==> config.mk <==
export PLATFORM = sky130hd
export DESIGN_NAME = mode_ctl_reg
export DESIGN_NICKNAME = d
export VERILOG_FILES = /design/src/rtl/mcr_pkg.sv /design/src/rtl/mcr_sync.sv /design/src/rtl/mcr_srst_hs.sv /design/src/rtl/mcr_frz_ctl.sv /design/src/rtl/mode_ctl_reg.sv
export SDC_FILE = /design/constraint.sdc
export NUM_CORES = 1
export LEC_CHECK = 0
export BUFFER_PORTS_ARGS = -buffer_cell sky130_fd_sc_hd__buf_2
export CORE_AREA = 2 2 58 60
export CTS_CLUSTER_DIAMETER = 80
export DETAILED_ROUTE_END_ITERATION = 16
export DIE_AREA = 0 0 60 62
export GPL_ROUTABILITY_DRIVEN = 0
export MAX_ROUTING_LAYER = met4
export PLACE_DENSITY = 0.82
export REMOVE_ABC_BUFFERS = 1
export SLEW_MARGIN = 30
export SYNTH_ARGS = -nofsm -noshare
export SYNTH_HDL_FRONTEND = slang
export SYNTH_HIERARCHICAL = 1
export SYNTH_SLANG_ARGS = --single-unit
==> constraint.sdc <==
create_clock -name clk -period 1.6 [get_ports clk]
set_input_delay 0.16 -clock clk [delete_from_list [all_inputs] [get_ports clk]]
set_output_delay 0.16 -clock clk [all_outputs]
set_load 0.05 [all_outputs]
==> src/rtl/mcr_pkg.sv <==
`timescale 1ns/1ps
package mcr_pkg;
   localparam int unsigned WORD_W   = 32;
   localparam int unsigned BIT_DIS  = 15;
   localparam int unsigned BIT_FRZ  = 14;
   localparam int unsigned BIT_SRST = 13;
   localparam int unsigned BIT_FACK = 12;
   localparam int unsigned BIT_LACK = 11;
   localparam int unsigned BIT_SUPV = 8;

   typedef struct packed {
      logic dis;
      logic frz;
      logic supv;
   } mcr_ctl_t;
endpackage

==> src/rtl/mcr_sync.sv <==
`timescale 1ns/1ps
module mcr_sync #(
   parameter int unsigned STAGES = 2,
   parameter int unsigned W      = 1
) (
   input  logic         clk,
   input  logic         rst_n,
   input  logic [W-1:0] d,
   output logic [W-1:0] q
);
   logic [W-1:0] stg [STAGES];

   always_ff @(posedge clk or negedge rst_n) begin
      if (!rst_n) stg[0] <= '0;
      else        stg[0] <= d;
   end

   for (genvar i = 1; i < STAGES; i++) begin : g_stage
      always_ff @(posedge clk or negedge rst_n) begin
         if (!rst_n) stg[i] <= '0;
         else        stg[i] <= stg[i-1];
      end
   end

   assign q = stg[STAGES-1];
endmodule

==> src/rtl/mcr_srst_hs.sv <==
`timescale 1ns/1ps
module mcr_srst_hs (
   input  logic clk,
   input  logic rst_n,
   input  logic start,
   input  logic ack_s,
   output logic req,
   output logic pend,
   output logic done
);
   always_ff @(posedge clk or negedge rst_n) begin
      if (!rst_n) begin
         req  <= 1'b0;
         done <= 1'b0;
      end else begin
         done <= 1'b0;
         if (req && ack_s) begin
            req  <= 1'b0;
            done <= 1'b1;
         end else if (start && !req && !ack_s) begin
            req <= 1'b1;
         end
      end
   end

   assign pend = req | ack_s;
endmodule

==> src/rtl/mcr_frz_ctl.sv <==
`timescale 1ns/1ps
module mcr_frz_ctl (
   input  logic clk,
   input  logic rst_n,
   input  logic frz_req,
   input  logic ack_s,
   output logic frz_ack,
   output logic prsc_en
);
   always_ff @(posedge clk or negedge rst_n) begin
      if (!rst_n) begin
         frz_ack <= 1'b0;
         prsc_en <= 1'b1;
      end else if (!frz_ack) begin
         if (frz_req && ack_s) begin
            frz_ack <= 1'b1;
            prsc_en <= 1'b0;
         end
      end else if (!ack_s) begin
         if (!prsc_en) prsc_en <= 1'b1;
         else          frz_ack <= 1'b0;
      end
   end
endmodule

==> src/rtl/mode_ctl_reg.sv <==
`timescale 1ns/1ps
module mode_ctl_reg
   import mcr_pkg::*;
#(
   parameter int unsigned NBUF_W      = 6,
   parameter int unsigned NBUF_RST    = 31,
   parameter int unsigned SYNC_STAGES = 2,
   parameter bit          SUPV_RST    = 1'b1,
   parameter bit          PRIV_CHECK  = 1'b1,
   localparam int unsigned CNT_W      = NBUF_W + 1
) (
   input  logic               clk,
   input  logic               rst_n,
   input  logic               acc_en,
   input  logic               acc_wr,
   input  logic               acc_priv,
   input  logic [WORD_W-1:0]  acc_wdata,
   output logic [WORD_W-1:0]  rd_data,
   output logic               bus_err,
   output logic               frz_req_o,
   input  logic               frz_ack_i,
   output logic               prsc_en_o,
   output logic               dis_req_o,
   input  logic               dis_ack_i,
   input  logic               eng_busy_i,
   output logic               srst_req_o,
   input  logic               srst_ack_i,
   output logic               host_clr_o,
   output logic [CNT_W-1:0]   buf_cnt_o
);
   if (NBUF_W < 1 || NBUF_W > BIT_SUPV) begin : g_bad_nbuf_w
      $error("NBUF_W must lie in 1..8");
   end
   if (NBUF_RST >= (1 << NBUF_W)) begin : g_bad_nbuf_rst
      $error("NBUF_RST does not fit NBUF_W");
   end
   if (SYNC_STAGES < 2) begin : g_bad_sync
      $error("SYNC_STAGES must be at least 2");
   end

   mcr_ctl_t          ctl_q;
   logic [NBUF_W-1:0] nbuf_q;
   logic              lp_ack_q;
   logic              frz_ack_q;
   logic              srst_pend, srst_done, srst_start;
   logic              srst_ack_s, dis_ack_s, frz_ack_s, busy_s;
   logic              blocked, wr_ok;
   logic [WORD_W-1:0] rd_word;

   mcr_sync #(.STAGES(SYNC_STAGES), .W(4)) u_sync (
      .clk   (clk),
      .rst_n (rst_n),
      .d     ({srst_ack_i, dis_ack_i, frz_ack_i, eng_busy_i}),
      .q     ({srst_ack_s, dis_ack_s, frz_ack_s, busy_s})
   );

   if (PRIV_CHECK) begin : g_priv
      assign blocked = acc_en & ~acc_priv & ctl_q.supv;
   end else begin : g_nopriv
      assign blocked = 1'b0;
   end

   assign wr_ok      = acc_en & acc_wr & ~blocked;
   assign srst_start = wr_ok & acc_wdata[BIT_SRST];

   mcr_srst_hs u_srst (
      .clk   (clk),
      .rst_n (rst_n),
      .start (srst_start),
      .ack_s (srst_ack_s),
      .req   (srst_req_o),
      .pend  (srst_pend),
      .done  (srst_done)
   );

   mcr_frz_ctl u_frz (
      .clk     (clk),
      .rst_n   (rst_n),
      .frz_req (ctl_q.frz),
      .ack_s   (frz_ack_s),
      .frz_ack (frz_ack_q),
      .prsc_en (prsc_en_o)
   );

   always_ff @(posedge clk or negedge rst_n) begin
      if (!rst_n) begin
         ctl_q.dis  <= 1'b0;
         ctl_q.frz  <= 1'b0;
         ctl_q.supv <= SUPV_RST;
         nbuf_q     <= NBUF_W'(NBUF_RST);
      end else if (srst_done) begin
         ctl_q.frz  <= 1'b0;
         ctl_q.supv <= SUPV_RST;
         nbuf_q     <= NBUF_W'(NBUF_RST);
      end else if (wr_ok) begin
         ctl_q.dis  <= acc_wdata[BIT_DIS];
         ctl_q.frz  <= acc_wdata[BIT_FRZ];
         ctl_q.supv <= acc_wdata[BIT_SUPV];
         if (frz_ack_q) nbuf_q <= acc_wdata[NBUF_W-1:0];
      end
   end

   always_ff @(posedge clk or negedge rst_n) begin
      if (!rst_n)          lp_ack_q <= 1'b0;
      else if (!dis_ack_s) lp_ack_q <= 1'b0;
      else if (!busy_s)    lp_ack_q <= 1'b1;
   end

   always_comb begin
      rd_word                = '0;
      rd_word[BIT_DIS]       = ctl_q.dis;
      rd_word[BIT_FRZ]       = ctl_q.frz;
      rd_word[BIT_SRST]      = srst_pend;
      rd_word[BIT_FACK]      = frz_ack_q;
      rd_word[BIT_LACK]      = lp_ack_q;
      rd_word[BIT_SUPV]      = ctl_q.supv;
      rd_word[NBUF_W-1:0]    = nbuf_q;
   end

   assign rd_data    = (acc_en && !blocked) ? rd_word : '0;
   assign bus_err    = blocked;
   assign frz_req_o  = ctl_q.frz;
   assign dis_req_o  = ctl_q.dis;
   assign host_clr_o = srst_done;
   assign buf_cnt_o  = CNT_W'(nbuf_q) + CNT_W'(1);
endmodule

== After elaboration in Yosys (flattened, before gate mapping) ==
Cells that the tools add are included.
Operators by class
  multiplexer cells: 18
  add/sub/neg operators: 1
  bitwise gates (word level): 9
  eq/ne operators: 2
  reductions and logical operators: 15
Operator list (number)
  $mux 6: 3
  $mux 16: 1
  $mux 1: 12
  $reduce_bool 2->1: 4
  $add 6x1->7 const B: 1
  $reduce_and 2->1: 3
  $and 1x1->1: 5
  $logic_and 1x1->1: 5
  $mux 2: 2
  $ne 2x2->1 const B: 2
  $logic_not 1->1: 3
  $not 1->1: 3
  $or 1x1->1: 1
Storage, ports and cells
  bits of input ports: 41
  output and inout port bits: 45
  register bits: 22
  word-level logic and storage cells: 56

== Longest topological paths before layout ==
Gate-level depths: netlist of run 1.
  depth in word-level cells: 10
  depth in mapped cells: 4
  mapped depth without buffers: 3

== Cells and area by module ==
Netlist of run 1, hierarchy kept.
Modules (own cells, without submodules)
  mode_ctl_reg: sequential area each 257.7 µm², instances 1, cells each 93, area each 799.5 µm²
  mcr_sync: sequential area each 200.2 µm², instances 1, cells each 12, area each 230.2 µm²
  mcr_frz_ctl: sequential area each 51.3 µm², instances 1, cells each 8, area each 86.3 µm²
  mcr_srst_hs: sequential area each 50.0 µm², instances 1, cells each 5, area each 73.8 µm²

== Worst setup path before layout of run 1 ==
No wires, ideal clock.
  path type: register to output
  start point: register nbuf_q[0]
  end point: output port buf_cnt_o[4]
  path slack: -205 ps
  path buffers: 0
  data arrival time: 1645 ps
  cell stages (with the launch flop): 4
  path through: dfstp_2 -> ha_1 -> nand3_1 -> xnor2_1
On the way
  word-level cells in the longest chain between the ends: 1
RTL lines
  from (decl): RTL line mode_ctl_reg.sv:42  | logic [NBUF_W-1:0] nbuf_q;
  from (signal assigned): RTL line mode_ctl_reg.sv:90  | nbuf_q <= NBUF_W'(NBUF_RST);
  from (signal assigned): RTL line mode_ctl_reg.sv:94  | nbuf_q <= NBUF_W'(NBUF_RST);
  from (signal assigned): RTL line mode_ctl_reg.sv:99  | if (frz_ack_q) nbuf_q <= acc_wdata[NBUF_W-1:0];
  $add 6x1->7: RTL line mode_ctl_reg.sv:125  | assign buf_cnt_o = CNT_W'(nbuf_q) + CNT_W'(1);
  to (decl): RTL line mode_ctl_reg.sv:29  | output logic [CNT_W-1:0] buf_cnt_o
Every way passes these cells.

== Final worst setup path of run 1 ==
  start point: register nbuf_q[2]
  end point: output port buf_cnt_o[5]
Same word-level chain as after synthesis.

==> results of run 1 <==
worst paths after layout:
check | from | end | slack [ns] | cells after the start
min reg2reg | u_sync/stg[7]$_DFF_PN0_ | u_sync/q[3]$_DFF_PN0_ | 0.36 | 0
max reg2reg | ctl_q[0]$_DFFE_PN1P_ | dis_req_o$_DFFE_PN0P_ | 0.09 | 5
min | acc_wdata[15] | dis_req_o$_DFFE_PN0P_ | 0.07 | 2
min in group asynchronous | rst_n | u_sync/q[2]$_DFF_PN0_ | 0.31 | 2
max | nbuf_q[2]$_DFFE_PN1P_ | buf_cnt_o[5] | -0.08 | 4
max in group asynchronous | rst_n | nbuf_q[2]$_DFFE_PN1P_ | 0.93 | 2
routing by layer:
| layer | GRT usage, % | part of all wire [%] | wire length (um) | up-vias |
|---|---|---|---|---|
| li1 | - | - | - | 463 |
| met1 | 15.9 | 43 | 1060 | 426 |
| met2 | 23.6 | 52 | 1270 | 41 |
| met3 | 2.48 | 4.9 | 121 | 0 |
| met4 | 3.81 | 0 | 0 | 0 |
| met5 | - | 0 | 0 | - |
cells in the final DEF (no fill, tap or decap), drive strengths merged:
master        n
nand4         1
nand3         4
bufinv        1
o21bai        1
xor2          1
a21boi        1
mux2i         4
dlygate4sd3   5
nand2         2
xnor2         3
nand2b        2
clkbuf        3
nor2         11
and3         15
o21ba         1
o31ai         1
conb         20
or2           1
and2          2
a211o         1
dfrtp        15
ha            1
buf          53
inv           4
nor3          3
a31oi         1
and2b         1
nor2b         1
mux2          1
a311oi        1
o21ai         3
dfstp         7
a21oi         2
flip-flops by register name (all words and copies together) (netlist names):
register / cells
nbuf_q: 6
u_sync/q: 4
u_sync/stg: 4
ctl_q: 1
dis_req_o: 1
frz_req_o: 1
lp_ack_q: 1
u_frz/frz_ack: 1
u_frz/prsc_en: 1
u_srst/done: 1
u_srst/req: 1
cells by family (layout without fill, tap and decap cells):
logic type	after synthesis	after routing
AOI/OAI and AO/OA	12	12
xor gates and xnor gates	4	4
adders and majority gates	1	1
buffers and inverters	31	66
DFF	22	22
muxes	5	5
other	1	20
and+or+nand+nor	42	43
through the flow:
stage | area, um^2 | power (mW) | util [%] | setup TNS [ns] | hold slack, ns
finish | 1650 | 3.34 | 51.8 | -0.168 | 0.0666
global route | 1650 | 3.52 | 51.8 | -0.517 | 0.0486
CTS | 1570 | 3.22 | 49.3 | -0.152 | 0.0566
detailed placement | 1360 | 2.52 | 42.7 | 0 | 0.143
global placement | 1360 | 2.50 | 42.7 | 0 | 0.135
floorplan | 1070 | 2.20 | - | -0.462 | -0.136
cell type report:
type | count | area (um^2)
clock buffers | 3 | 22.5
clock inverters | 1 | 30.0
fillers | 308 | 1530
inverters | 4 | 15.0
multi-input cells | 85 | 557
flip-flops and latches | 22 | 559
well taps | 46 | 57.6
repair buffers | 58 | 407
worst reg2reg max path, cell delays in order (launching register included):
cell and delay [ns]:
dfstp_2 0.43, buf_4 0.14, buf_4 0.12, and2b_4 0.18, nor3_1 0.20, mux2_1 0.34
repair_timing:
item	in CTS	in global routing
endpoints found under the hold margin	19	0
cloned	0	1
setup endpoints to repair	16	16
setup buffers	8	0
pin swaps	3	1
resized for setup	12	32
hold buffers	5	0
power by group:
group / switching, mW / leakage [nW] / internal, mW
clock: 0.167 / 0.0279 / 0.253
combinational: 1.33 / 0.571 / 0.702
sequential: 0.140 / 0.256 / 0.748
==> metrics.yaml, run 1 <==
h-tree-depth: 1
worstHoldPathType: "in -> reg"
crit_buf_inv: 1
cts-root-buf: "clkbuf_4"
timing.critical_path.cells: "and3_4, nand3_2, xnor2_1, buf_4"
synthMuxAreaShare_pct: 4.31
final_cell_count_no_fill: 219
row_count: 21
syn_area_mm2: 0.00119
core_region_area_mm2: 0.00318
worstSetupEndpointType: "output port"
crit_type: "reg -> out"
nets: 216
start_util_pct: 37.4
power_density_mw_per_mm2: 2030
synth_edf_count: 0
cp_top_family: "flip-flops"
synth_compound_area_share_pct: 6.83
violations: "setup timing"
slowest_delay_ns: 0.58
synth_top_family_by_area: "simple AND/OR/NAND/NOR gates"
die_h_um: 62
numCtsBuffers: 3
rsz0062_at_grt: "true"
drt_wl_total_um: 2460
pre_cts_slack_ns: 0.154
ys_types: 33
synthArstFlopShare_pct: 100
cts.sinks: 22
yosys-top-cells-area: "dfrtp_1 (32%), dfstp_2 (15%), buf_4 (15%)"
grt.overflow.total: 0
synth_top_area_share_pct: 31.5
antenna_found_initial: 0
diodes: 0
portBuffers: 43
cts_tree: "done"
peakVddDrop_v: 0.000827
ios: 86
cts_buffer_depth: 2
hold_violations: 0
yosys.area.top_type: "dfrtp_1"
critPathRequiredTime_ns: 1.44
die_w_um: 60
dp_cells: 201
drt-pass1-iter-count: 4
synth_commonest_cells: "buf_4 (24), and3_1 (15), dfrtp_1 (15), nor2_1 (11), dfstp_2 (7)"
finalCritPeriodShare_pct: 105
skew_ns: 0.00316
cp_slowest_cell: "dfstp_2"
clkLatencyLatePin_ns: 0.30
yosysMostFrequentCell: "buf_4"
num_vias: 930
hpwl_um: 1720
routedWlPerCell_um: 11.2
area_delta_synth_final_pct: 38.5
gr-usage-all-layers_pct: 13.5
grt_pass1_vias: 826
synth-adder-area-share_pct: 1.05
p_leak_nw: 0.855
cap_violations: 0
drt_iter0_markers: 35
period_needed_ns: 1.68
synth_seq_area_share_pct: 47.0
cts.clk_slew.worst_paths_ns: 0.12
fmax_mhz: 594
synth_area_per_cell_um2: 10.1
setup_ws_ns: -0.0825
yosys.area_share.xor_xnor_pct: 2.94
drive_gt1_share_pct: 44.5
finalMaxSlewViolations: 0
yosys_warnings: 6
synthFlopType: "dfrtp_1"
grt_max_degree: 23
critPathArrivalTime_ns: 1.52
setup_viol: 3
ant_nets: 0
grt_pass1_wl_um: 3640
run_status: "complete, but fails checks"
synth-simple-area-share_pct: 20.2
drc: 0
critPathMaxFanout: 4
synth.ff_latch_count: 22
synthCells: 118
die_area_mm2: 0.00372
worstSetupStartpointType: "register"
avgViaCountPerCell: 4.25
(Power assumes the default switching activity.)
==> run 2: changes to the inputs <==
--- a/config.mk
+++ b/config.mk
@@ -6,10 +6,12 @@
 export NUM_CORES = 1
 export LEC_CHECK = 0
 export BUFFER_PORTS_ARGS = -buffer_cell sky130_fd_sc_hd__buf_2
-export CORE_AREA = 2 2 58 60
+export CELL_PAD_IN_SITES_DETAIL_PLACEMENT = 1
+export CELL_PAD_IN_SITES_GLOBAL_PLACEMENT = 1
+export CORE_AREA = 2 2 68 70
 export CTS_CLUSTER_DIAMETER = 80
 export DETAILED_ROUTE_END_ITERATION = 16
-export DIE_AREA = 0 0 60 62
+export DIE_AREA = 0 0 70 72
 export GPL_ROUTABILITY_DRIVEN = 0
 export MAX_ROUTING_LAYER = met4
 export PLACE_DENSITY = 0.82
@@ -17,5 +19,4 @@
 export SLEW_MARGIN = 30
 export SYNTH_ARGS = -nofsm -noshare
 export SYNTH_HDL_FRONTEND = slang
-export SYNTH_HIERARCHICAL = 1
 export SYNTH_SLANG_ARGS = --single-unit
==> run 2 against run 1 <==
Flip-flop and latch count stayed put. Count of clock-buffer cells in the layout is 1 higher. Clock skew is 0.0017 ns lower. Critical endpoint is now buf_cnt_o[4]. Global-route usage is 2.7 points lower. Cell area is 5.9% lower. Worst hold slack worse by 0.057 ns. The run still ends with setup timing left. Via count is 3.8% lower. Synthesized area is 2.8% lower. Core utilization is 15 points lower. Die area is 35% higher.
==> metrics.yaml, run 2 <==
run_status: "complete, but fails checks"  # unchanged
violations: "setup timing"  # unchanged
synth_seq_area_share_pct: 48.4  # was 47.0%
tightestPinTransition_ns: 0.506
antenna_found_initial: 0  # unchanged
power_density_mw_per_mm2: 2180  # was 2030 mW/mm^2
relSlewSlack_pct: 66.3
setup_viol: 3  # unchanged
min_to: "u_sync.stg[5]$_DFF_PN0_"  # was dis_req_o$_DFFE_PN0P_
final_cell_count_no_fill: 215  # was 219
cts-root-buf: "clkbuf_8"  # was clkbuf_4
drt_wl_total_um: 2640  # was 2460 um
drive_gt1_share_pct: 42.9  # was 44.5%
cts_buffer_depth: 2  # unchanged
grt_pass1_vias: 915  # was 826
routedWlPerCell_um: 12.3  # was 11.2 um
fmax_mhz: 612  # was 594 MHz
row_count: 24  # was 21
gr-usage-all-layers_pct: 10.8  # was 13.5%
clkLatencyLatePin_ns: 0.25  # was 0.30 ns
critPathRequiredTime_ns: 1.44  # about the same
r2r_cells: 3  # was 5
p_leak_nw: 0.816  # was 0.855 nW
core_region_area_mm2: 0.00426  # was 0.00318 mm^2
yosys-top-cells-area: "dfrtp_1 (32%), dfstp_2 (16%), buf_4 (13%)"  # was dfrtp_1 (32%), dfstp_2 (15%), buf_4 (15%)
grt_pass1_wl_um: 4270  # was 3640 um
timing.critical_path.cells: "ha_4, nand3_2, xnor2_2, buf_6"  # was and3_4, nand3_2, xnor2_1, buf_4
r2r_slack_ns: 0.26  # was 0.09 ns
synth_edf_count: 0  # unchanged
nets: 206  # was 216
worstHoldPathType: "in -> reg"  # unchanged
yosys.area.top_type: "dfrtp_1"  # unchanged
largest_register_ffs: 6  # unchanged
synthCells: 112  # was 118
synth_commonest_cells: "buf_4 (20), dfrtp_1 (15), nor2_1 (13), and3_1 (11), dfstp_2 (7)"  # was buf_4 (24), and3_1 (15), dfrtp_1 (15), nor2_1 (11), dfstp_2 (7)
yosys_warnings: 0  # was 6
syn_area_mm2: 0.00116  # was 0.00119 mm^2
r2r_end: "dis_req_o$_DFFE_PN0P_"  # unchanged
postLayoutCoreUtil_pct: 36.4  # was 51.8%
cts.clk_slew.worst_paths_ns: 0.08  # was 0.12 ns
num_vias: 895  # was 930
diodes: 0  # unchanged
skew_ns: 0.00143  # was 0.00316 ns
cp_slowest_cell: "dfstp_2"  # unchanged
synth_top_area_share_pct: 32.5  # was 31.5%
portBuffers: 43  # unchanged
layout_common_cells: "buf_2 (38), conb_1 (20), dfrtp_1 (15)"  # was buf_2 (27), conb_1 (20), buf_4 (20)
timing.rr.start: "ctl_q[0]$_DFFE_PN1P_"  # unchanged
crit_type: "reg -> out"  # unchanged
fin_hold_ws_ns: 0.00996  # was 0.0666 ns
worstSetupStartpointType: "register"  # unchanged
critPathArrivalTime_ns: 1.47  # was 1.52 ns
cts_tree: "done"  # unchanged
rsz0062_at_grt: "true"  # unchanged
final_common_cell: "buf_2"  # unchanged
synthArstFlopShare_pct: 100  # unchanged
drt_iter0_markers: 15  # was 35
hpwl_um: 1910  # was 1720 um
top_register: "nbuf_q"  # unchanged
ant_nets: 0  # unchanged
ys_types: 31  # was 33
die_w_um: 70  # was 60 um
period_needed_ns: 1.63  # was 1.68 ns
start_util_pct: 27.1  # was 37.4%
area_delta_synth_final_pct: 34.1  # was 38.5%
min_path_cells: 1  # was 2
cts.sinks: 22  # unchanged
cap_violations: 0  # unchanged
pre_cts_slack_ns: 0.103  # was 0.154 ns
grt_max_degree: 23  # unchanged
numCtsBuffers: 3  # unchanged
ios: 86  # unchanged
h-tree-depth: 1  # unchanged
dp_cells: 205  # was 201
synthFlopType: "dfrtp_1"  # unchanged
hold_violations: 0  # unchanged
peakVddDrop_v: 0.000980  # was 0.000827 V
critPathMaxFanout: 5  # was 4
setup_ws_ns: -0.0339  # was -0.0825 ns
finalCritPeriodShare_pct: 102  # was 105%
drc: 0  # unchanged
die_area_mm2: 0.00504  # was 0.00372 mm^2
synth.ff_latch_count: 22  # unchanged
slowest_delay_ns: 0.60  # was 0.58 ns
grt.overflow.total: 0  # unchanged
yosysMostFrequentCell: "buf_4"  # unchanged
min_from: "frz_ack_i"  # was acc_wdata[15]
die_h_um: 72  # was 62 um
avgViaCountPerCell: 4.16  # was 4.25
drt-pass1-iter-count: 4  # unchanged
worstSetupEndpointType: "output port"  # unchanged
synth_area_per_cell_um2: 10.3  # was 10.1 um^2
finalMaxSlewViolations: 0  # unchanged
-- run 2: per-stage QoR --
step	setup TNS, ns	area (um^2)	power, mW
floorplan	-0.518	1070	2.28
global placement	0	1360	2.62
detailed placement	0	1360	2.65
CTS	-0.159	1500	3.22
global route	-0.340	1550	3.57
finish	-0.0957	1550	3.38
-- run 2: cells by family (layout without fill, tap and decap cells) --
group	Yosys count	after routing	share of synthesized area [%]
multiplexers	7	7	6.17
AND/OR/NAND/NOR	40	40	19.6
buffers and inverters	26	58	14.9
XOR/XNOR	4	4	3.03
other	1	20	0.324
AO/OA/AOI/OAI	11	11	6.49
adder cells (fa/ha/maj)	1	1	1.08
flip-flops	22	22	48.4
-- run 2: final cells by class --
class | count | area [um^2]
Clock buffer | 4 | 55.1
Multi-Input combinational cell | 83 | 551
Timing Repair Buffer | 51 | 309
Sequential cell | 22 | 559
Fill cell | 506 | 2710
Inverter | 3 | 11.3
Tap cell | 52 | 65.1
-- run 2: what timing repair did --
action / in CTS / in global routing
gates resized for setup: 10 / 7
buffers inserted: 1 / 1
hold buffers: 4 / 0
pin swaps: 3 / 3
endpoints found under the hold margin: 18 / 0
setup endpoints to repair: 14 / 5
-- run 2: worst max-delay path by stage --
| stage | start | cells after the start | to |
|---|---|---|---|
| after floorplan | nbuf_q[0]$_DFFE_PN1P_ | 3 | buf_cnt_o[4] |
| after global placement | nbuf_q[0]$_DFFE_PN1P_ | 4 | buf_cnt_o[4] |
| after detailed placement | nbuf_q[0]$_DFFE_PN1P_ | 4 | buf_cnt_o[4] |
| after CTS | nbuf_q[1]$_DFFE_PN1P_ | 4 | buf_cnt_o[4] |
| after global routing | nbuf_q[1]$_DFFE_PN1P_ | 4 | buf_cnt_o[5] |
| final | nbuf_q[1]$_DFFE_PN1P_ | 4 | buf_cnt_o[4] |
-- run 2: critical path, delay by kind of cell (launching register included) --
| kind | cells | cell delay, ns |
|---|---|---|
| flops | 1 | 0.60 |
| simple gates | 1 | 0.11 |
| fa+ha+maj | 1 | 0.16 |
| buf+inv | 1 | 0.18 |
| xor+xnor | 1 | 0.17 |
-- run 2: per-layer routing --
metal	routed length, um	track usage, %
met2	1380	19.9
met4	14	1.71
met3	197	3.47
met1	1050	11.6
met5	0	-
-- run 2: report_power, final --
group	switching (mW)	internal, mW
combinational	1.36	0.683
sequential	0.203	0.751
clock	0.167	0.219
